File: config.mk
export PLATFORM = sky130hd
export DESIGN_NAME = mdioMaster
export DESIGN_NICKNAME = d
export VERILOG_FILES = /design/src/rtl/mdioPkg.sv /design/src/rtl/mdioSeq.sv /design/src/rtl/mdioRegs.sv /design/src/rtl/mdioMaster.sv
export SDC_FILE = /design/constraint.sdc
export NUM_CORES = 1
export LEC_CHECK = 0
export ABC_AREA = 1
export BUFFER_PORTS_ARGS = -buffer_cell sky130_fd_sc_hd__buf_2
export CAP_MARGIN = 20
export CORE_ASPECT_RATIO = 1.1
export CORE_UTILIZATION = 60
export CTS_BUF_LIST = sky130_fd_sc_hd__clkbuf_8 sky130_fd_sc_hd__clkbuf_16
export DETAILED_ROUTE_END_ITERATION = 10
export PLACE_DENSITY = 0.86
export SETUP_SLACK_MARGIN = 0.02
export SLEW_MARGIN = 25
export SYNTH_ARGS = -nofsm -noshare
export SYNTH_HDL_FRONTEND = slang
export SYNTH_SLANG_ARGS = --single-unit
File: constraint.sdc
create_clock -name clk -period 3.6 [get_ports clk]
set_input_delay 0.54 -clock clk [delete_from_list [all_inputs] [get_ports clk]]
set_output_delay 0.54 -clock clk [all_outputs]
set_load 0.05 [all_outputs]
File: src/rtl/mdioPkg.sv
package mdioPkg;
  // strobes from the sequencer to the datapath
  typedef struct packed {
    logic shift;   // advance to the next frame bit
    logic sample;  // capture one read data bit
    logic finish;  // frame complete
    logic inPre;   // preamble phase active
  } mdioStb_t;
endpackage

File: src/rtl/mdioSeq.sv
module mdioSeq
  import mdioPkg::*;
#(
  parameter int DIV_W   = 8,
  parameter int PRE_BITS = 32,
  parameter int FRAME_W = 32,
  parameter int DATA_W  = 16
) (
  input  logic             clk,
  input  logic             rstN,
  input  logic             startReq,
  input  logic             noopReq,
  input  logic             preEn,
  input  logic [DIV_W-1:0] div,
  input  logic             isRead,
  output mdioStb_t         stb,
  output logic             mdc,
  output logic             mdioOe,
  output logic             busy
);
  localparam int BIT_W = $clog2(FRAME_W);
  localparam int PRE_W = $clog2(PRE_BITS);
  localparam logic [BIT_W-1:0] LAST_IDX = BIT_W'(FRAME_W - 1);
  localparam logic [BIT_W-1:0] TA_IDX   = BIT_W'(FRAME_W - DATA_W - 2);
  localparam logic [BIT_W-1:0] DAT_IDX  = BIT_W'(FRAME_W - DATA_W);
  localparam logic [PRE_W-1:0] PRE_LAST = PRE_W'(PRE_BITS - 1);

  typedef enum logic [1:0] {S_IDLE, S_PRE, S_FRM, S_NOOP} seqState_t;
  seqState_t state;
  logic [DIV_W-1:0] cnt;
  logic [BIT_W-1:0] bitCnt;
  logic [PRE_W-1:0] preCnt;
  logic mdcQ, running, tick, riseE, fallE;

  assign running = (state == S_PRE) || (state == S_FRM);
  assign tick    = running && (cnt >= div);
  assign riseE   = tick && !mdcQ;
  assign fallE   = tick && mdcQ;

  assign stb.inPre  = (state == S_PRE);
  assign stb.shift  = fallE && (state == S_FRM) && (bitCnt != LAST_IDX);
  assign stb.finish = fallE && (state == S_FRM) && (bitCnt == LAST_IDX);
  assign stb.sample = riseE && (state == S_FRM) && isRead && (bitCnt >= DAT_IDX);

  assign mdc    = mdcQ;
  assign busy   = (state != S_IDLE);
  assign mdioOe = (state == S_PRE) ||
                  ((state == S_FRM) && !(isRead && (bitCnt >= TA_IDX)));

  always_ff @(posedge clk) begin
    if (!rstN) begin
      state  <= S_IDLE;
      cnt    <= '0;
      mdcQ   <= 1'b0;
      bitCnt <= '0;
      preCnt <= '0;
    end else begin
      case (state)
        S_IDLE: begin
          cnt    <= '0;
          mdcQ   <= 1'b0;
          bitCnt <= '0;
          preCnt <= '0;
          if (startReq)     state <= preEn ? S_PRE : S_FRM;
          else if (noopReq) state <= S_NOOP;
        end
        S_NOOP: state <= S_IDLE;
        default: begin
          if (tick) begin
            cnt  <= '0;
            mdcQ <= !mdcQ;
          end else begin
            cnt <= cnt + 1'b1;
          end
          if (fallE) begin
            if (state == S_PRE) begin
              if (preCnt == PRE_LAST) state <= S_FRM;
              else preCnt <= preCnt + 1'b1;
            end else if (bitCnt == LAST_IDX) begin
              state <= S_IDLE;
            end else begin
              bitCnt <= bitCnt + 1'b1;
            end
          end
        end
      endcase
    end
  end

  // busy follows an accepted start on the next cycle
  p_busy_rise_r3: assert property (@(posedge clk) disable iff (!rstN)
    startReq |=> busy);
  // busy drops right after the last bit
  p_finish_clear_r3: assert property (@(posedge clk) disable iff (!rstN)
    stb.finish |=> !busy);
  // frame steps only on opposite clock edges
  p_edge_excl_r4: assert property (@(posedge clk) disable iff (!rstN)
    $onehot0({stb.shift | stb.finish, stb.sample}));
  // idle line is quiet
  p_idle_quiet_r12: assert property (@(posedge clk) disable iff (!rstN)
    !busy |-> (!mdioOe && !mdc));
  // a disabled operation is a single busy cycle
  p_noop_short_r12: assert property (@(posedge clk) disable iff (!rstN)
    noopReq && !busy |=> busy ##1 !busy);
endmodule

File: src/rtl/mdioRegs.sv
module mdioRegs
  import mdioPkg::*;
#(
  parameter int DIV_W  = 8,
  parameter int ADDR_W = 5,
  parameter int DATA_W = 16,
  parameter int FRAME_W = 6 + 2*ADDR_W + DATA_W
) (
  input  logic             clk,
  input  logic             rstN,
  input  logic             busWr,
  input  logic [1:0]       busAddr,
  input  logic [31:0]      busWrData,
  output logic [31:0]      busRdData,
  input  mdioStb_t         stb,
  input  logic             busy,
  input  logic             mdioIn,
  output logic             mdioOut,
  output logic             startReq,
  output logic             noopReq,
  output logic             preEn,
  output logic [DIV_W-1:0] div,
  output logic             isRead
);
  localparam int CFG_W = 5 + DIV_W;

  logic [CFG_W-1:0]  cfgReg;
  logic [ADDR_W-1:0] phyAddr, regAddr;
  logic [DATA_W-1:0] dataReg, capReg;
  logic [1:0]        opReg;
  logic              autoInc, curDirect, curRead;
  logic [FRAME_W-1:0] shiftReg;
  logic enable, invertIn, indirect, opWr, legal;
  logic [1:0] wrOp, wireOp, startBits;
  logic unusedWrBits;

  assign unusedWrBits = ^busWrData[31:CFG_W];
  assign enable   = cfgReg[0];
  assign invertIn = cfgReg[1];
  assign preEn    = cfgReg[2];
  assign indirect = (cfgReg[4:3] == 2'b00);
  assign div      = cfgReg[5 +: DIV_W];

  assign wrOp      = busWrData[1:0];
  assign opWr      = busWr && (busAddr == 2'd3) && !busy;
  assign legal     = indirect || (wrOp == 2'd1) || (wrOp == 2'd2);
  assign startReq  = opWr && legal && enable;
  assign noopReq   = opWr && legal && !enable;
  assign wireOp    = indirect ? wrOp : ((wrOp == 2'd1) ? 2'b01 : 2'b10);
  assign startBits = indirect ? 2'b00 : 2'b01;
  assign isRead    = curRead;
  assign mdioOut   = stb.inPre ? 1'b1 : shiftReg[FRAME_W-1];

  always_ff @(posedge clk) begin
    if (!rstN) begin
      cfgReg    <= '0;
      phyAddr   <= '0;
      regAddr   <= '0;
      dataReg   <= '0;
      capReg    <= '0;
      opReg     <= '0;
      autoInc   <= 1'b0;
      curDirect <= 1'b0;
      curRead   <= 1'b0;
      shiftReg  <= '0;
    end else begin
      if (busWr && busAddr == 2'd0) cfgReg <= busWrData[CFG_W-1:0];
      if (busWr && busAddr == 2'd1) {phyAddr, regAddr} <= busWrData[2*ADDR_W-1:0];
      if (busWr && busAddr == 2'd2) dataReg <= busWrData[DATA_W-1:0];
      if (opWr && legal) begin
        opReg     <= wrOp;
        autoInc   <= busWrData[2];
        curDirect <= !indirect;
        curRead   <= indirect ? wrOp[1] : (wrOp == 2'd2);
      end
      if (startReq)
        shiftReg <= {startBits, wireOp, phyAddr, regAddr, 2'b10, dataReg};
      else if (stb.shift)
        shiftReg <= {shiftReg[FRAME_W-2:0], 1'b0};
      if (stb.sample)
        capReg <= {capReg[DATA_W-2:0], mdioIn ^ invertIn};
      if (stb.finish) begin
        if (curRead) dataReg <= capReg;
        if (curDirect && autoInc) regAddr <= regAddr + 1'b1;
      end
    end
  end

  always_comb begin
    busRdData = '0;
    case (busAddr)
      2'd0: busRdData[CFG_W-1:0] = cfgReg;
      2'd1: busRdData[2*ADDR_W-1:0] = {phyAddr, regAddr};
      2'd2: busRdData[DATA_W-1:0] = dataReg;
      default: begin
        busRdData[31]  = busy;
        busRdData[2]   = autoInc;
        busRdData[1:0] = opReg;
      end
    endcase
  end

  // the latched operation holds while a frame runs
  p_busy_ignore_r10: assert property (@(posedge clk) disable iff (!rstN)
    busy |=> $stable(opReg));
  // indirect frames leave the register address alone
  p_no_inc_indirect_r11: assert property (@(posedge clk) disable iff (!rstN)
    stb.finish && !curDirect && !(busWr && busAddr == 2'd1) |=> $stable(regAddr));
endmodule

File: src/rtl/mdioMaster.sv
module mdioMaster
  import mdioPkg::*;
#(
  parameter int DIV_W    = 8,
  parameter int PRE_BITS = 32,
  parameter int ADDR_W   = 5,
  parameter int DATA_W   = 16
) (
  input  logic        clk,
  input  logic        rstN,
  input  logic        busWr,
  input  logic [1:0]  busAddr,
  input  logic [31:0] busWrData,
  output logic [31:0] busRdData,
  output logic        mdc,
  output logic        mdioOut,
  output logic        mdioOe,
  input  logic        mdioIn
);
  localparam int FRAME_W = 6 + 2*ADDR_W + DATA_W;

  mdioStb_t stb;
  logic startReq, noopReq, preEn, isRead, busy;
  logic [DIV_W-1:0] div;

  mdioRegs #(.DIV_W(DIV_W), .ADDR_W(ADDR_W), .DATA_W(DATA_W), .FRAME_W(FRAME_W)) u_regs (
    .clk(clk), .rstN(rstN), .busWr(busWr), .busAddr(busAddr),
    .busWrData(busWrData), .busRdData(busRdData), .stb(stb), .busy(busy),
    .mdioIn(mdioIn), .mdioOut(mdioOut), .startReq(startReq), .noopReq(noopReq),
    .preEn(preEn), .div(div), .isRead(isRead)
  );

  mdioSeq #(.DIV_W(DIV_W), .PRE_BITS(PRE_BITS), .FRAME_W(FRAME_W), .DATA_W(DATA_W)) u_seq (
    .clk(clk), .rstN(rstN), .startReq(startReq), .noopReq(noopReq),
    .preEn(preEn), .div(div), .isRead(isRead), .stb(stb),
    .mdc(mdc), .mdioOe(mdioOe), .busy(busy)
  );

  // data changes only while the clock is low
  p_out_stable_r5: assert property (@(posedge clk) disable iff (!rstN)
    mdc |-> $stable(mdioOut));
endmodule

**After elaboration in Yosys (flattened, before gate mapping)**

Index checks and enable logic that the tools add are counted.

- Register bits after elaboration: 113
- Bits of input ports: 38
- Output and inout bits: 35
- Word-level logic and storage cells: 125

- Add/subtract/negate cells: 4
- Magnitude comparators: 3
- Equality and inequality tests: 16
- Multiplexer cells: 38
- Bitwise operators: 3
- Reduce and logical (&&, ||, !) cells: 45

Operators with widths:

| operator | number |
|---|---|
| 2-to-1 mux 32 bit | 2 |
| 2-to-1 mux 16 bit | 3 |
| 2-to-1 mux 5 bit | 9 |
| case mux 7 bit (3 select lines) | 1 |
| logical AND 1 bit | 20 |
| case mux 5 bit (2 select lines) | 2 |
| 2-to-1 mux 2 bit | 9 |
| case mux 8 bit (2 select lines) | 1 |
| adder 5 x 1 -> 5 bit, second input constant | 3 |
| AND reduction 4 bit | 3 |
| equality test 2 bit, second input constant | 5 |
| equality test 5 bit, second input constant | 2 |
| nonzero test 2 bit | 5 |
| case mux 3 bit (3 select lines) | 1 |
| adder 8 x 1 -> 8 bit, second input constant | 1 |
| >= comparator 8 bit | 1 |
| 2-to-1 mux 8 bit | 1 |
| equality test 2 x 1 -> 1 bit, second input constant | 3 |
| logical NOT 2 bit | 3 |
| case mux 3 bit (2 select lines) | 1 |
| >= comparator 5 x 4 -> 1 bit, second input constant | 1 |
| >= comparator 5 bit, second input constant | 1 |
| logical NOT 1 bit | 5 |
| 2-to-1 mux 1 bit | 5 |
| 16 further kinds | 21 |

**Depth between registers and ports, before layout**

- Depth after elaboration: 8
- Gate-level depth with buffers: 17
- Gate-level depth less buffers: 16

**Cells and area by module**

Synthesis repeated with hierarchy kept, for this count alone.

- Cells, all modules: 892
- Area, all modules: 6033.3 um^2

Modules (own cells, without submodules):

| module | instances | cells an instance | area an instance (um^2) | seq. area each (um^2) |
|---|---|---|---|---|
| mdioRegs | 1 | 671 | 4504.3 | 1841.8 |
| mdioSeq | 1 | 221 | 1529.0 | 420.4 |

**Worst setup path after synthesis**

No wires, ideal clock.

- Path kind: reg2out
- Start: reg u_regs.curRead (netlist: u_regs.isRead)
- End: out mdioOe
- Data arrival time: 1.836 ns
- Data required time: 3.060 ns
- Slack: 1.224 ns
- Cell stages (with the launch flop): 5
- Buffers on the path: 1
- Path through: dfxtp_1 inv_1 clkbuf_1 nor3_1 o21ai_0

- Longest elaborated chain between the ends: 4

RTL lines:

| element | line | RTL |
|---|---|---|
| start: declaration | mdioRegs.sv:31 | `logic autoInc, curDirect, curRead;` |
| start signal: assignment | mdioRegs.sv:74 | `curRead <= indirect ? wrOp[1] : (wrOp == 2'd2);` |
| logical AND 1 bit | mdioSeq.sv:48 | `((state == S_FRM) && !(isRead && (bitCnt >= TA_IDX)));` |
| logical NOT 1 bit | mdioSeq.sv:48 |  |
| logical AND 1 bit | mdioSeq.sv:48 |  |
| logical OR 1 bit | mdioSeq.sv:47 | `assign mdioOe = (state == S_PRE) \|\|` |
| end: declaration | mdioMaster.sv:17 | `output logic mdioOe,` |

Every way passes these cells.

**Worst setup path in the final report**

- Start: reg u_seq.state[1]
- End: reg u_regs.shiftReg[29]

- Longest elaborated chain between the ends: 7
- Elaborated cells on any way between the ends: 14
- Classes of those cells: eq/ne: 2; mux: 1; reduce/logical: 11

RTL lines:

| element | line | RTL |
|---|---|---|
| start: declaration | mdioSeq.sv:29 | `seqState_t state;` |
| start signal: assignment | mdioSeq.sv:64 | `if (startReq) state <= preEn ? S_PRE : S_FRM;` |
| equality test 2 x 1 -> 1 bit / equality test 2 bit (equally long branches) | mdioSeq.sv:35, mdioSeq.sv:41 |  |
| logical OR 1 bit | mdioSeq.sv:35 | `assign running = (state == S_PRE) \|\| (state == S_FRM);` |
| logical AND 1 bit | mdioSeq.sv:36 | `assign tick = running && (cnt >= div);` |
| logical AND 1 bit | mdioSeq.sv:38 | `assign fallE = tick && mdcQ;` |
| logical AND 1 bit (2 in a row) | mdioSeq.sv:41 | `assign stb.shift = fallE && (state == S_FRM) && (bitCnt != LAST_IDX);` |
| nonzero test 2 bit (no line) | - |  |
| end signal: assignment | mdioRegs.sv:77 | `shiftReg <= {startBits, wireOp, phyAddr, regAddr, 2'b10, dataReg};` |
| end signal: assignment | mdioRegs.sv:79 | `shiftReg <= {shiftReg[FRAME_W-2:0], 1'b0};` |
| end: declaration | mdioRegs.sv:32 | `logic [FRAME_W-1:0] shiftReg;` |

Several ways; a longest one is shown, not always the timed one.
A chain may end at the register's enable or synchronous reset.

==> results.txt <==
DR vias/cell = 5.56
DRT iter0 DRCs = 512
GR Overflow Total = 0
Die Area = 10400 sq um
Status = complete, no violations
CTS tree = yes
CTS Buffer Depth = 2
RSZ-0062 raised after global routing = no
Final setup violating endpoints = 0
TritonCTS buffer count = 17
Share of cells above drive strength 1 = 0.106
Static leakage = 2.86 nW
Crit path max fanout = 82
Worst setup margin = 0.826 ns
Clock root cell = clkbuf_8
Final net count = 958
Avg Cell Area, Syn = 6.80 sq um
Clock Sinks = 113
Largest net degree at the start of global routing = 83
Final setup TNS = 0 ns
Core Area = 9540 sq um
Slew Limit Fails = 0
# fillers = 767
DRC Markers = 0
Die width = 97.2 um
RD Place Congestion = 0.908
Worst EP arrival = 3.18 ns
First-pass iteration count of the detailed router = 5
Worst slew pin tran = 0.803 ns
Final Critical Period = 2.77 ns
Flop and latch count out of synthesis = 113
WP data required = 4.01 ns
Max_slew headroom = 0.463
DR vias = 5720
Synth cell types = 36
Crit path launch type = register
# hold bufs at CTS = 0
Pre-CTS WS = 0.894 ns
Synth Instances = 879
Path type of the worst min-delay path = in -> reg
Synth warnings = 0
Share of the clock period used by the worst path = 0.771
Die H = 107 um
Number of global-route vias before repair = 5163
DRT Wirelength = 14300 um
Register area share after synthesis = 0.378
Mapped cell area = 5980 sq um
Drt wl/cell = 13.9 um
Crit path kind = reg -> reg
# resized after CTS = 0
WL met3 = 921 um
Worst VDD drop = 0.000319 V
Fmax = 360 MHz
Ports = 73
Initial Utilization = 0.627
Post-CTS Setup Inserts = 0
Clk_lat worst skew = 0.52 ns
Top sig layer = met4
Power Density = 569 nW/um^2
Site row count = 37
Clock Skew = 0.00779 ns
Final hold vios = 0
Port-buffer cells = 41
Met1 Routed Length = 6060 um
Clk slew on worst S/H paths = 0.06 ns
Post-route ant nets = 0
Antenna violations before repair = 0
Most frequent cells in the layout = 186 x nand2_1, 129 x a21oi_1, 118 x inv_1
CTS H-tree depth = 4
Diodes inserted = 0
Crit end category = register
Commonest non-fill, non-tap cell in the layout = nand2_1
Max-Cap Viols = 0
Tot GR Track Use = 0.283
Metal2 WL = 6990 um
First-pass GRT wire length = 23800 um
P&R area growth vs syn = 11.8%
Post-DP HPWL = 9370 um
==> flip-flops by register name, summed over array words and instances (netlist names) <==
signal	flops
u_regs.opReg	2
u_seq.cnt	8
u_regs.dataReg	16
u_seq.bitCnt	5
u_regs.autoInc	1
u_regs.isRead	1
u_seq.state	2
u_regs.shiftReg	32
u_seq.preCnt	5
u_regs.curDirect	1
u_regs.cfgReg	13
u_regs.regAddr	5
u_regs.capReg	16
u_seq.mdc	1
u_regs.phyAddr	5
==> cell usage after synthesis, drive strengths merged <==
master,instances,area share
nand2,189,0.12
a21oi,129,0.11
inv,119,0.075
dfxtp,113,0.38
nor2,76,0.050
o21ai,73,0.061
nand3,42,0.035
buf,30,0.035
clkbuf,29,0.018
ha,19,0.040
mux2,10,0.019
nand4,10,0.010
xor2,10,0.015
o221ai,7,0.010
nor3,6,0.0059
o22ai,4,0.0042
o2111ai,2,0.0029
xnor2,2,0.0029
a211oi,1,0.0013
a22oi,1,0.0013
a31oi,1,0.0010
clkinv,1,0.00063
conb,1,0.00063
nand3b,1,0.0013
nor3b,1,0.0013
o21a,1,0.0013
or2,1,0.0010
==> per-stage QoR <==
step	total power, mW	hold WS (ns)	utilization	instances	instance area (sq um)
6_report	3.81	0.291	0.701	1029	6680
2_1_floorplan	2.05	0.425	-	893	6030
3_5_place_dp	2.23	0.452	0.642	999	6120
4_1_cts	3.80	0.281	0.701	1029	6680
5_1_grt	3.97	0.301	0.701	1029	6680
3_3_place_gp	2.21	0.441	0.642	999	6120
==> power by group <==
part / internal [mW] / leakage (nW) / total (mW) / switching [mW]
clock: 1.01 / 0.277 / 1.58 / 0.577
sequential: 1.31 / 0.915 / 1.36 / 0.0540
combinational: 0.227 / 1.66 / 0.860 / 0.633
==> cell families after synthesis <==
logic type,share of synthesized area
buffers and inverters,0.129
AOI/OAI and AO/OA,0.191
DFF,0.378
adders and majority gates,0.0398
xor gates and xnor gates,0.0176
other,0.000627
muxes,0.0188
and+or+nand+nor,0.225
==> critical path, cell delays in order (launching register included) <==
cell,delay [ns]
dfxtp_1,0.36
inv_1,0.09
ha_1,0.41
inv_1,0.32
nor3_2,0.29
nand2_2,0.16
nor2_4,0.21
inv_4,0.28
nand2_1,0.16
inv_1,0.07
nand2_1,0.08
nand3_1,0.11
nand2_1,0.08
inv_1,0.04
==> routing by layer <==
metal	global-route usage	vias up
met5	0	-
met4	0.144	0
met3	0.0476	33
met2	0.478	206
met1	0.349	2625
li1	-	2856
==> final timing paths <==
kind                            depth (start not counted)               from                   to  slack (ns)
worst max-delay path                                   13     u_seq.state[1]  u_regs.shiftReg[29]        0.83
worst min-delay path                                    3      busWrData[12]    u_regs.cfgReg[12]        0.29
worst max register to register                         13     u_seq.state[1]  u_regs.shiftReg[29]        0.83
worst min register to register                          2  u_regs.capReg[15]    u_regs.capReg[15]        0.46
==> final cells by class <==
class	count	area, sq um	area share
tap	117	146	0.0219
timing repair buffer	48	258	0.0386
multi-input combinational	601	3000	0.449
inverter	120	455	0.0681
clock buffer	19	442	0.0661
sequential	113	2260	0.338
clock inverter	11	116	0.0174
(Power assumes the default switching activity.)
